==> config.mk <==
export PLATFORM = sky130hd
export DESIGN_NAME = addr_capture_ctrl
export DESIGN_NICKNAME = d
export VERILOG_FILES = /design/src/rtl/acap_pkg.sv /design/src/rtl/acap_edge_sync.sv /design/src/rtl/acap_cnt_stage.sv /design/src/rtl/acap_counter.sv /design/src/rtl/acap_mem_ctrl.sv /design/src/rtl/addr_capture_ctrl.sv
export SDC_FILE = /design/constraint.sdc
export NUM_CORES = 1
export LEC_CHECK = 0
export CAP_MARGIN = 20
export CORE_AREA = 2 2 116 62
export DETAILED_ROUTE_END_ITERATION = 10
export DIE_AREA = 0 0 118 64
export HOLD_SLACK_MARGIN = 0.15
export PLACE_DENSITY = 0.84
export SETUP_SLACK_MARGIN = 0.1
export SKIP_LAST_GASP = 1
export SYNTH_ARGS = -nofsm -noshare
export SYNTH_HDL_FRONTEND = slang
export SYNTH_SLANG_ARGS = --single-unit
==> constraint.sdc <==
create_clock -name clk -period 5.6 [get_ports clk]
set_input_delay 0.84 -clock clk [delete_from_list [all_inputs] [get_ports clk]]
set_output_delay 0.84 -clock clk [all_outputs]
set_load 0.02 [all_outputs]
==> src/rtl/acap_pkg.sv <==
package acap_pkg;
    localparam int STAGE_W  = 4;
    localparam int N_STAGES = 3;
    localparam int CNT_W    = STAGE_W * N_STAGES;
    localparam int ADDR_W   = CNT_W + 1;
    localparam int BYTE_W   = 8;
    localparam int DATA_W   = 2 * BYTE_W;
    localparam int SYNC_FF  = 2;

    typedef logic [CNT_W-1:0]  cnt_t;
    typedef logic [ADDR_W-1:0] addr_t;
    typedef logic [DATA_W-1:0] word_t;

    typedef struct packed {
        addr_t addr;
        word_t wdata;
        logic  ce;
        logic  we_hi;
        logic  we_lo;
        logic  oe;
    } mem_req_t;

    typedef struct packed {
        logic ok;
        logic bit12;
    } bank_t;

    function automatic bank_t bank_decode(input logic [1:0] sel);
        bank_t b;
        b.ok    = (sel == 2'b01) || (sel == 2'b10);
        b.bit12 = (sel == 2'b10);
        return b;
    endfunction

    function automatic word_t pack_status(input cnt_t cnt, input logic full,
                                          input logic [1:0] sst, input logic spulse);
        word_t s;
        s = '0;
        s[CNT_W-1:0]       = cnt;
        s[CNT_W]           = full;
        s[CNT_W+2:CNT_W+1] = sst;
        s[CNT_W+3]         = spulse;
        return s;
    endfunction
endpackage

==> src/rtl/acap_edge_sync.sv <==
module acap_edge_sync
    import acap_pkg::*;
(
    input  logic  clk,
    input  logic  rst,
    input  logic  strobe,
    input  word_t data,
    output logic  rise,
    output logic  fall,
    output word_t data_q
);
    logic  sq [SYNC_FF+1];
    word_t dq [SYNC_FF];

    always_ff @(posedge clk) begin
        if (rst) begin
            for (int i = 0; i <= SYNC_FF; i++) sq[i] <= 1'b0;
            for (int i = 0; i < SYNC_FF; i++) dq[i] <= '0;
        end else begin
            sq[0] <= strobe;
            dq[0] <= data;
            for (int i = 1; i <= SYNC_FF; i++) sq[i] <= sq[i-1];
            for (int i = 1; i < SYNC_FF; i++) dq[i] <= dq[i-1];
        end
    end

    assign rise   =  sq[SYNC_FF-1] & ~sq[SYNC_FF];
    assign fall   = ~sq[SYNC_FF-1] &  sq[SYNC_FF];
    assign data_q =  dq[SYNC_FF-1];

    a_r10_edges_exclusive: assert property (@(posedge clk) disable iff (rst)
        !(rise && fall));
endmodule

==> src/rtl/acap_cnt_stage.sv <==
module acap_cnt_stage #(
    parameter int W = 4
) (
    input  logic         clk,
    input  logic         load0,
    input  logic         inc,
    output logic [W-1:0] q,
    output logic         carry
);
    always_ff @(posedge clk) begin
        if (load0)    q <= '0;
        else if (inc) q <= q + 1'b1;
    end
    assign carry = inc & (&q);
endmodule

==> src/rtl/acap_counter.sv <==
module acap_counter
    import acap_pkg::*;
(
    input  logic clk,
    input  logic rst,
    input  logic clear,
    input  logic en,
    input  logic rise,
    input  logic fall,
    output cnt_t cnt,
    output logic full,
    output logic commit
);
    logic [STAGE_W-1:0] stage_q [N_STAGES];
    logic [N_STAGES:0]  carry;
    logic               slot_used;
    logic               advance;
    logic               load0;

    assign load0    = rst | clear;
    assign advance  = en & rise & slot_used & ~full;
    assign commit   = en & fall & ~slot_used & ~full;
    assign carry[0] = advance;

    for (genvar g = 0; g < N_STAGES; g++) begin : g_stage
        acap_cnt_stage #(.W(STAGE_W)) u_stage (
            .clk   (clk),
            .load0 (load0),
            .inc   (carry[g]),
            .q     (stage_q[g]),
            .carry (carry[g+1])
        );
    end

    always_comb begin
        for (int i = 0; i < N_STAGES; i++) cnt[i*STAGE_W +: STAGE_W] = stage_q[i];
    end

    always_ff @(posedge clk) begin
        if (load0) begin
            slot_used <= 1'b0;
            full      <= 1'b0;
        end else begin
            if (commit) begin
                slot_used <= 1'b1;
                if (&cnt) full <= 1'b1;
            end else if (advance) begin
                slot_used <= 1'b0;
            end
        end
    end

    a_r2_count_step: assert property (@(posedge clk) disable iff (rst)
        (cnt != $past(cnt)) |-> (cnt == $past(cnt) + 1'b1) || (cnt == '0));
    a_r3_full_sticky: assert property (@(posedge clk) disable iff (rst)
        (full && !clear) |=> (full && $stable(cnt)));
    a_r10_one_cycle_commit: assert property (@(posedge clk) disable iff (rst)
        commit |=> !commit);
endmodule

==> src/rtl/acap_mem_ctrl.sv <==
module acap_mem_ctrl
    import acap_pkg::*;
(
    input  logic       clk,
    input  logic       rst,
    input  logic       cap_en,
    input  cnt_t       cnt,
    input  logic       bank_bit,
    input  logic       commit,
    input  word_t      cap_word,
    input  addr_t      host_addr,
    input  logic       host_sel,
    input  logic       host_rd,
    input  logic       host_wr,
    input  logic [1:0] host_be,
    input  word_t      host_wdata,
    output mem_req_t   req
);
    always_comb begin
        if (cap_en) begin
            req.addr  = {bank_bit, cnt};
            req.wdata = cap_word;
            req.ce    = commit;
            req.we_hi = commit;
            req.we_lo = commit;
            req.oe    = 1'b0;
        end else begin
            req.addr  = host_addr;
            req.wdata = host_wdata;
            req.ce    = host_sel;
            req.we_hi = host_sel & host_wr & host_be[1];
            req.we_lo = host_sel & host_wr & host_be[0];
            req.oe    = host_sel & host_rd;
        end
    end

    a_r10_both_halves: assert property (@(posedge clk) disable iff (rst)
        cap_en |-> (req.we_hi == req.we_lo) && !req.oe);
    a_r5_host_idle_quiet: assert property (@(posedge clk) disable iff (rst)
        (!cap_en && !host_sel) |-> !req.ce && !req.we_hi && !req.we_lo);
endmodule

==> src/rtl/addr_capture_ctrl.sv <==
module addr_capture_ctrl
    import acap_pkg::*;
(
    input  logic                clk,
    input  logic                rst,
    input  logic                cap_en,
    input  logic                cap_strobe,
    input  logic [DATA_W-1:0]   cap_data,
    input  logic [1:0]          bank_sel,
    input  logic [ADDR_W-1:0]   host_addr,
    input  logic                host_sel,
    input  logic                host_rd,
    input  logic                host_wr,
    input  logic [1:0]          host_be,
    input  logic [DATA_W-1:0]   host_wdata,
    input  logic                host_clear,
    input  logic                host_stat_rd,
    input  logic [1:0]          sync_st,
    input  logic                sync_pulse,
    output logic [DATA_W-1:0]   host_rdata,
    output logic                cap_full,
    output logic [ADDR_W-1:0]   mem_addr,
    output logic [DATA_W-1:0]   mem_wdata,
    output logic                mem_ce,
    output logic                mem_we_hi,
    output logic                mem_we_lo,
    output logic                mem_oe,
    input  logic [DATA_W-1:0]   mem_rdata
);
    logic     rise, fall, commit, clear_ok;
    word_t    cap_word, stat_q;
    cnt_t     cnt;
    bank_t    bank;
    mem_req_t req;
    logic     stat_sel_q;

    assign bank     = bank_decode(bank_sel);
    assign clear_ok = host_clear & ~cap_en;

    acap_edge_sync u_sync (
        .clk    (clk),
        .rst    (rst),
        .strobe (cap_strobe),
        .data   (cap_data),
        .rise   (rise),
        .fall   (fall),
        .data_q (cap_word)
    );

    acap_counter u_cnt (
        .clk    (clk),
        .rst    (rst),
        .clear  (clear_ok),
        .en     (cap_en & bank.ok),
        .rise   (rise),
        .fall   (fall),
        .cnt    (cnt),
        .full   (cap_full),
        .commit (commit)
    );

    acap_mem_ctrl u_mem (
        .clk        (clk),
        .rst        (rst),
        .cap_en     (cap_en),
        .cnt        (cnt),
        .bank_bit   (bank.bit12),
        .commit     (commit),
        .cap_word   (cap_word),
        .host_addr  (host_addr),
        .host_sel   (host_sel),
        .host_rd    (host_rd),
        .host_wr    (host_wr),
        .host_be    (host_be),
        .host_wdata (host_wdata),
        .req        (req)
    );

    assign mem_addr  = req.addr;
    assign mem_wdata = req.wdata;
    assign mem_ce    = req.ce;
    assign mem_we_hi = req.we_hi;
    assign mem_we_lo = req.we_lo;
    assign mem_oe    = req.oe;

    always_ff @(posedge clk) begin
        if (rst) begin
            stat_q     <= '0;
            stat_sel_q <= 1'b0;
        end else begin
            if (host_stat_rd) begin
                stat_q     <= pack_status(cnt, cap_full, sync_st, sync_pulse);
                stat_sel_q <= 1'b1;
            end else if (req.oe) begin
                stat_sel_q <= 1'b0;
            end
        end
    end

    assign host_rdata = stat_sel_q ? stat_q : mem_rdata;

    a_r9_no_drop_in_capture: assert property (@(posedge clk) disable iff (rst)
        cap_en |=> (cnt >= $past(cnt)));
    a_r4_bad_bank_no_write: assert property (@(posedge clk) disable iff (rst)
        (cap_en && !$onehot(bank_sel)) |-> !mem_we_hi && !mem_we_lo);
endmodule

### Word level (Yosys, flattened, before mapping)

Memory sizes are Yosys's and may differ from the RTL's.
Cells that the tools add are included.

| cells by class | value |
|---|---|
| muxes and demuxes | 14 |
| add/sub/neg operators | 3 |
| reductions and logical operators | 6 |
| bitwise logic cells | 27 |
| eq/ne operators | 2 |

Operators by type and width:

| operator | number |
|---|---|
| 2-to-1 mux 16 bit | 3 |
| 2-to-1 mux 33 bit | 1 |
| AND 1 bit | 16 |
| AND reduction 13 bit | 1 |
| adder 4 x 1 -> 4 bit, second input constant | 3 |
| 2-to-1 mux 1 bit | 10 |
| AND reduction 4 bit | 2 |
| OR 1 bit | 6 |
| inverter 1 bit | 5 |
| nonzero test 2 bit | 2 |
| == test 2 x 1 -> 1 bit, second input constant | 1 |
| == test 2 bit, second input constant | 1 |
| logical OR 1 bit | 1 |

| word-level totals | value |
|---|---|
| memories kept | 2 |
| logic and storage cells | 61 |
| output and inout port bits | 50 |
| input port bits | 77 |
| bits in registers | 31 |
| memory bits (writable) | 35 |

Memories:

| memory | words | width | rd ports | clocked after Yosys merged registers in | wr ports | line | source |
|---|---|---|---|---|---|---|---|
| u_sync.dq | 2 | 16 | 2 | 0 | 2 | acap_edge_sync.sv:13 | `word_t dq [SYNC_FF];` |
| u_sync.sq | 3 | 1 | 3 | 0 | 3 | acap_edge_sync.sv:12 | `logic sq [SYNC_FF+1];` |

### Logic depth before layout (Yosys ltp)

Gate-level depths: netlist of run 1.

| logic depth | value |
|---|---|
| word-level depth | 9 |
| mapped depth | 7 |
| mapped depth without buffers | 6 |

### Hierarchy

Synthesis of run 1 repeated with hierarchy kept, for this count alone.

| second synthesis, totals | value |
|---|---|
| cell total of the unflattened synthesis | 274 |
| area total of the unflattened synthesis | 3,072.9 um2 |

Modules (own cells, without submodules):

| module | cells an instance | area an instance (um2) | instances |
|---|---|---|---|
| acap_edge_sync | 91 | 1,098.6 | 1 |
| addr_capture_ctrl | 78 | 889.6 | 1 |
| acap_cnt_stage | 17 | 188.9 | 3 |
| acap_mem_ctrl | 41 | 399.1 | 1 |
| acap_counter | 13 | 118.9 | 1 |

### Worst setup path before layout of run 1

Ideal clock, no wire load.

| timing | value |
|---|---|
| path type | input to output |
| from | in bank_sel[0] |
| to | out mem_ce |
| slack | 2.496 ns |
| arrival | 2.264 ns |
| data required time | 4.760 ns |
| buffers on the path | 1 |
| stages on the path | 6 |
| path through | inv_1 ha_1 or3b_1 buf_2 nor4b_2 or2_2 |

| on the way | value |
|---|---|
| cells in the longest elaborated chain, start to end | 7 |
| elaborated cells between the ends (all ways) | 8 |
| those cells by class | eq/ne (2); mux (1); bitwise (4); reduce/logical (1) |

Ends and longest elaborated chain:

| element | line | source |
|---|---|---|
| from (decl) | addr_capture_ctrl.sv:9 | `input logic [1:0] bank_sel,` |
| == test 2 x 1 -> 1 bit / == test 2 bit (equally long branches) | acap_pkg.sv:30 | `b.ok = (sel == 2'b01) \|\| (sel == 2'b10);` |
| logical OR 1 bit (*) | acap_pkg.sv:30 |  |
| AND 1 bit (*) | addr_capture_ctrl.sv:54 | `.en (cap_en & bank.ok),` |
| AND 1 bit (*) (3 in series) | acap_counter.sv:22 | `assign commit = en & fall & ~slot_used & ~full;` |
| 2-to-1 mux 33 bit (*) | acap_mem_ctrl.sv:20 | `if (cap_en) begin` |
| to (decl) | addr_capture_ctrl.sv:24 | `output logic mem_ce,` |

Mark *: on every way between the ends. The rest lies on a longest branch, timed or not.

### Worst setup path after layout of run 1

Same ends and word-level chain as after synthesis.

==> impl_metrics.py, run 1 <==
metrics = {
    "synth": {
        "ys_ff_latch": 66,
        "async_flop_share_pct": 0,
        "syn_area_per_cell_sq_um": 10.6,
        "yosysSeqAreaShare_pct": 47.7,
        "yosysWarnings": 0,
        "synthTopCellsByCount": "dfxtp_1, mux2_2, nor2b_1, nor2_1, mux2i_1",
        "synth_area_leaders": "dfxtp_1, mux2_2, nor2b_1",
        "synth-edff-count": 0,
        "syn_nets": 343,
        "synth.top_cell.area_share_pct": 47.7,
        "synth_top_flop_cell": "dfxtp_1",
        "yosysUniqueCellTypes": 30,
        "yosysMostFrequentCell": "dfxtp_1",
        "yosysTopAreaCell": "dfxtp_1",
        "synthesis.area_sq_mm": 0.00277,
        "synthCells": 262,
    },
    "floorplan": {
        "ios": 127,
        "die-width_um": 118,
        "coreArea_sq_mm": 0.00649,
        "die_area_sq_mm": 0.00755,
        "fp.dieH_um": 64,
        "initial_core_util_pct": 42.7,
        "rows": 21,
    },
    "power": {
        "ir_drop_v": 0.000175,
        "power_frac_seq_pct": 37.5,
        "pwr-share-comb_pct": 14.5,
        "power_frac_clock_pct": 48.0,
        "swShare_pct": 20.8,
        "p_int_uw": 1030,
        "leakagePower_uw": 0.00176,
        "p_sw_uw": 272,
        "p_per_area_mw_per_mm2": 295,
    },
    "clock_network": {
        "clock-sinks": 66,
        "clk_latency_ps": 320,
        "clk_path_buf_depth": 2,
        "clkTransAtPathRegs_ps": 50,
        "post-cts-setup-buffers": 0,
        "cts_tree": "built",
        "cts_hold_buf": 0,
        "h-tree-depth": 3,
        "cts_buffers": 9,
        "root_buffer": "clkbuf_16",
        "cts_resized": 0,
    },
    "timing": {
        "slew_headroom_pct": 29.1,
        "slew_violations": 0,
        "skew_ps": 5.06,
        "rsz0062_at_grt": "false",
        "tightest_slew_ps": 1060,
        "fin_crit_sh_pct": 78.6,
        "setup_viol": 0,
        "tns_ps": 0,
        "hold_violations": 0,
        "fmax_mhz": 227,
        "min_period_ps": 4400,
    },
    "drt": {
        "vias": 2233,
        "firstDrtPassIters": 5,
        "routedWlPerCell_um": 13.7,
        "route.detailed.drc": 0,
        "wl_um": 6610,
        "ant_nets": 0,
        "dr.first_iter.drc_count": 59,
        "routed_via_density": 4.63,
    },
    "worst_setup_path": {
        "worstPathArrival_ps": 3560,
        "start_kind": "primary input",
        "r2r-start": "u_cnt.full",
        "crit_path_end_kind": "primary output",
        "cp.required_ps": 4760,
        "cp_max_fo": 7,
        "critPathKind": "primary input to primary output",
        "startpoint": "bank_sel[0]",
    },
    "grt": {
        "grt_pass1_wl_um": 10800,
        "track_usage_pct": 18.3,
        "antenna_found_initial": 0,
        "overflow": 0,
        "grt_max_degree": 54,
        "grt_pass1_vias": 2288,
    },
    "finish": {
        "diodes": 0,
        "area_growth_pct": 59.9,
        "stdcell_area_sq_mm": 0.00443,
        "nNetsFinal": 466,
        "drive_above_1_share_pct": 17.7,
    },
    "place": {
        "gp_congestion": 0.824,
        "dp.final_hpwl_um": 4760,
        "place_area_sq_mm": 0.00409,
        "port_buffers": 126,
    },
    "flow_run": {
        "cap_violations": 0,
    },
    "worst_hold_path": {
        "hold_path_class": "register to register",
        "hold_start": "u_sync.dq[0][2]",
    },
    "status": {
        "status": "finished clean",
    },
}
==> per-stage QoR <==
step                      setup slack, ps  hold WS, ps  total power, uW  utilization (%)  instances
after detailed placement             1160          420              690             63.0        466
after global routing                 1050          459             1360             68.3        482
after CTS                            1160          434             1320             68.3        482
final                                1200          431             1310             68.3        482
after floorplan                      2500          414              586                -        262
after global placement               1230          417              687             63.0        466
==> path summary, 6_finish.rpt <==
kind                                                       to  slack (ps)  cells after the start
worst max register to register  u_cnt.g_stage[2].u_stage.q[3]        3560                      4
worst min-delay path                         u_sync.dq[0][18]         430                      1
worst max-delay path                                   mem_ce        1200                      7
worst min register to register               u_sync.dq[0][18]         430                      1
==> metal layers <==
| layer | GRT usage [%] | vias to the layer above | routed length, um |
|---|---|---|---|
| li1 | - | 1129 | - |
| met1 | 23.3 | 995 | 3270 |
| met2 | 29.3 | 101 | 2710 |
| met3 | 7.68 | 8 | 574 |
| met4 | 3.77 | 0 | 48 |
| met5 | 0 | - | 0 |
==> worst max-delay path, cell delays in order <==
cell             delay, ps
clkdlybuf4s50_1        460
inv_1                   40
ha_1                   310
or3b_1                 500
nor4b_2                590
or2_2                  220
clkdlybuf4s50_1        600
==> cells by family (layout without fill, tap and decap cells) <==
| group | Yosys count | count (layout) | synth area share, % |
|---|---|---|---|
| and+or+nand+nor | 91 | 91 | 18.0 |
| AOI/OAI and AO/OA | 9 | 9 | 2.21 |
| xor gates and xnor gates | 7 | 7 | 2.21 |
| muxes | 64 | 64 | 25.2 |
| DFF | 66 | 66 | 47.7 |
| buffers and inverters | 21 | 149 | 2.89 |
| adders and majority gates | 4 | 4 | 1.81 |
==> layout by cell type (no fill, tap or decap), drive strengths merged <==
cell,n
a211oi,1
a21o,1
a21oi,4
a31o,3
and3b,1
buf,3
bufinv,3
clkbuf,9
clkdlybuf4s50,124
clkinv,4
dfxtp,66
ha,4
inv,6
mux2,46
mux2i,18
nand2,4
nand3,6
nand3b,1
nand4,1
nor2,32
nor2b,36
nor3,3
nor3b,1
nor4,3
nor4b,1
or2,1
or3b,1
xnor2,6
xor2,1
==> sequential cells by signal, summed over array words and instances (netlist names) <==
signal                   cells
stat_q                      16
stat_sel_q                   1
u_cnt.full                   1
u_cnt.g_stage.u_stage.q     12
u_cnt.slot_used              1
u_sync.dq                   32
u_sync.sq                    3
==> cell type report <==
type	count	area [sq um]
Multi-Input combinational cell	175	1370
Fill cell	499	2060
Timing Repair Buffer	127	1260
Clock inverter	7	118
Tap cell	92	115
Sequential cell	66	1320
Inverter	6	22.5
Clock buffer	9	225
==> power groups by stage <==
stage          clock network, uW  registers [uW]  logic, uW
6_report                     627             490        189
5_1_grt                      663             492        201
4_1_cts                      638             490        191
3_5_place_dp                   0             500        190
3_3_place_gp                   0             500        187
2_1_floorplan                  0             495       90.5
Note: power is estimated with default switching activity, not from simulation.
==> run 2, diff against run 1 <==
--- a/config.mk
+++ b/config.mk
@@ -6,11 +6,11 @@
 export NUM_CORES = 1
 export LEC_CHECK = 0
 export CAP_MARGIN = 20
-export CORE_AREA = 2 2 116 62
+export CORE_AREA = 2 2 120 64
 export DETAILED_ROUTE_END_ITERATION = 10
-export DIE_AREA = 0 0 118 64
+export DIE_AREA = 0 0 122 66
 export HOLD_SLACK_MARGIN = 0.15
-export PLACE_DENSITY = 0.84
+export PLACE_DENSITY = 0.8
 export SETUP_SLACK_MARGIN = 0.1
 export SKIP_LAST_GASP = 1
 export SYNTH_ARGS = -nofsm -noshare
==> constraint.sdc (replaced) <==
create_clock -name clk -period 4.3 [get_ports clk]
set_input_delay 0.645 -clock clk [delete_from_list [all_inputs] [get_ports clk]]
set_output_delay 0.645 -clock clk [all_outputs]
set_load 0.02 [all_outputs]
==> run 2 against run 1 <==
Effect of this change:
- sequential share of layout area up 0.23 points
- non-clock buffer count up 1
- via count down 0.99%
- largest power group unchanged
- clock skew down 2.4 ps
- critical path depth unchanged
- register-to-register slack worse by 1200 ps
- final cell count up 1.0%
==> impl_metrics.py, run 2 (synthesized netlist as in run 1, its figures left out) <==
metrics = {
    "status": {
        "status": "finished clean",
    },
    "worst_hold_path": {
        "hold_start": "u_sync.dq[0][1]",
        "hold_path_class": "register to register",
        "hold_path_depth": 1,
    },
    "worst_setup_path": {
        "crit_path_end_kind": "primary output",
        "slowest_stage": "clkdlybuf4s50_1",
        "cp_max_fo": 7,
        "cpMostUsedCell": "clkdlybuf4s50_1",
        "regToRegSetupSlack_ps": 2340,
        "rr_worst_depth": 4,
        "crit_chain": "clkdlybuf4s50_1 > inv_1 > ha_1 > or3b_1 > nor4b_2 > or2_2 > clkdlybuf4s50_1",
        "start_kind": "primary input",
        "startpoint": "bank_sel[0]",
        "worstPathArrival_ps": 3280,
        "r2r-start": "u_cnt.full",
        "cp.required_ps": 3650,
        "critPathKind": "primary input to primary output",
        "slowest_delay_ps": 600,
    },
    "floorplan": {
        "initial_core_util_pct": 39.5,
        "rows": 22,
        "ios": 127,
        "coreArea_sq_mm": 0.00702,
        "die_area_sq_mm": 0.00805,
        "die-width_um": 122,
        "fp.dieH_um": 66,
    },
    "grt": {
        "overflow": 0,
        "grt_max_degree": 54,
        "antenna_found_initial": 0,
        "grt_pass1_wl_um": 10400,
        "track_usage_pct": 17.3,
        "grt_pass1_vias": 2131,
    },
    "power": {
        "p_per_area_mw_per_mm2": 363,
        "leakagePower_uw": 0.00173,
        "ir_drop_v": 0.000225,
    },
    "finish": {
        "drive_above_1_share_pct": 17.6,
        "top_register": "u_sync.dq",
        "area_growth_pct": 58.6,
        "layout_commonest_cell": "clkdlybuf4s50_1",
        "diodes": 0,
        "top_regs": "u_sync.dq: 32 flops, stat_q: 16 flops, u_cnt.g_stage.u_stage.q: 12 flops",
        "largest_reg_flops": 32,
        "layout_common_cells": "clkdlybuf4s50_1, dfxtp_1, mux2_2",
        "nFillCells": 588,
        "nNetsFinal": 467,
    },
    "clock_network": {
        "cts_hold_buf": 0,
        "root_buffer": "clkbuf_16",
        "cts_buffers": 9,
        "cts_resized": 0,
        "clkTransAtPathRegs_ps": 50,
        "cts_tree": "built",
        "post-cts-setup-buffers": 0,
        "clock-sinks": 66,
        "h-tree-depth": 3,
        "clk_path_buf_depth": 2,
        "clk_latency_ps": 330,
    },
    "timing": {
        "setup_viol": 0,
        "tightest_slew_ps": 1040,
        "slew_violations": 0,
        "rsz0062_at_grt": "false",
        "fmax_mhz": 255,
        "skew_ps": 2.69,
        "min_period_ps": 3930,
        "slew_headroom_pct": 30.4,
        "tns_ps": 0,
        "hold_violations": 0,
        "holdWs_ps": 432,
        "fin_crit_sh_pct": 91.4,
    },
    "flow_run": {
        "cap_violations": 0,
    },
    "drt": {
        "routedWlPerCell_um": 13.6,
        "dr.first_iter.drc_count": 80,
        "wl_um": 6640,
        "routed_via_density": 4.54,
        "route.detailed.drc": 0,
        "ant_nets": 0,
        "firstDrtPassIters": 4,
        "vias": 2211,
    },
    "place": {
        "dp.final_hpwl_um": 4830,
        "gp_congestion": 0.766,
        "port_buffers": 126,
    },
}
-- run 2: cell types whose count changed in the layout (fill, tap and decap cells not counted), sizes merged --
cell / change
buf: +1
bufinv: -2
clkinvlp: +2
clkinv: -1
clkbuf: +1
-- run 2: final timing paths --
path	to
worst max-delay path	mem_ce
worst min-delay path	u_sync.dq[0][17]
worst max register to register	u_cnt.g_stage[2].u_stage.q[3]
worst min register to register	u_sync.dq[0][17]
-- run 2: power by group --
part	switching, uW	internal, uW	total [uW]
Combinational	94.8	152	247
Sequential	8.43	629	638
Clock	264	449	713
Total	367	1230	1600
-- run 2: layer usage --
| metal | track usage, % | up-vias | routed length (um) |
|---|---|---|---|
| met2 | 25.3 | 75 | 2800 |
| li1 | - | 1141 | - |
| met1 | 22.2 | 991 | 3220 |
| met3 | 9.66 | 4 | 612 |
| met4 | 3.45 | 0 | 12 |
| met5 | 0 | - | 0 |
-- run 2: through the flow --
| step | total power, uW | setup WS [ps] | util (%) | cells | area (sq um) |
|---|---|---|---|---|---|
| 2_1_floorplan | 763 | 1590 | - | 262 | 2770 |
| 3_3_place_gp | 894 | 416 | 58.4 | 471 | 4100 |
| 3_5_place_dp | 899 | 392 | 58.4 | 471 | 4100 |
| 4_1_cts | 1620 | 399 | 62.6 | 487 | 4400 |
| 5_1_grt | 1670 | 284 | 62.6 | 487 | 4400 |
| 6_report | 1600 | 371 | 62.6 | 487 | 4400 |
-- run 2: area by class of cell --
type | count | area [sq um] | area share, %
clock buffer | 10 | 229 | 5.21
inverter | 6 | 22.5 | 0.512
multi-input combinational | 175 | 1370 | 31.2
tap | 96 | 120 | 2.73
timing repair buffer | 128 | 1270 | 28.8
sequential | 66 | 1320 | 30.1
clock inverter | 6 | 67.6 | 1.54
-- run 2: worst max-delay path: cells and delay by family --
family	cells	cell delay, ps
AND/OR/NAND/NOR	3	1240
buffers and inverters	3	1100
adder cells (fa/ha/maj)	1	300
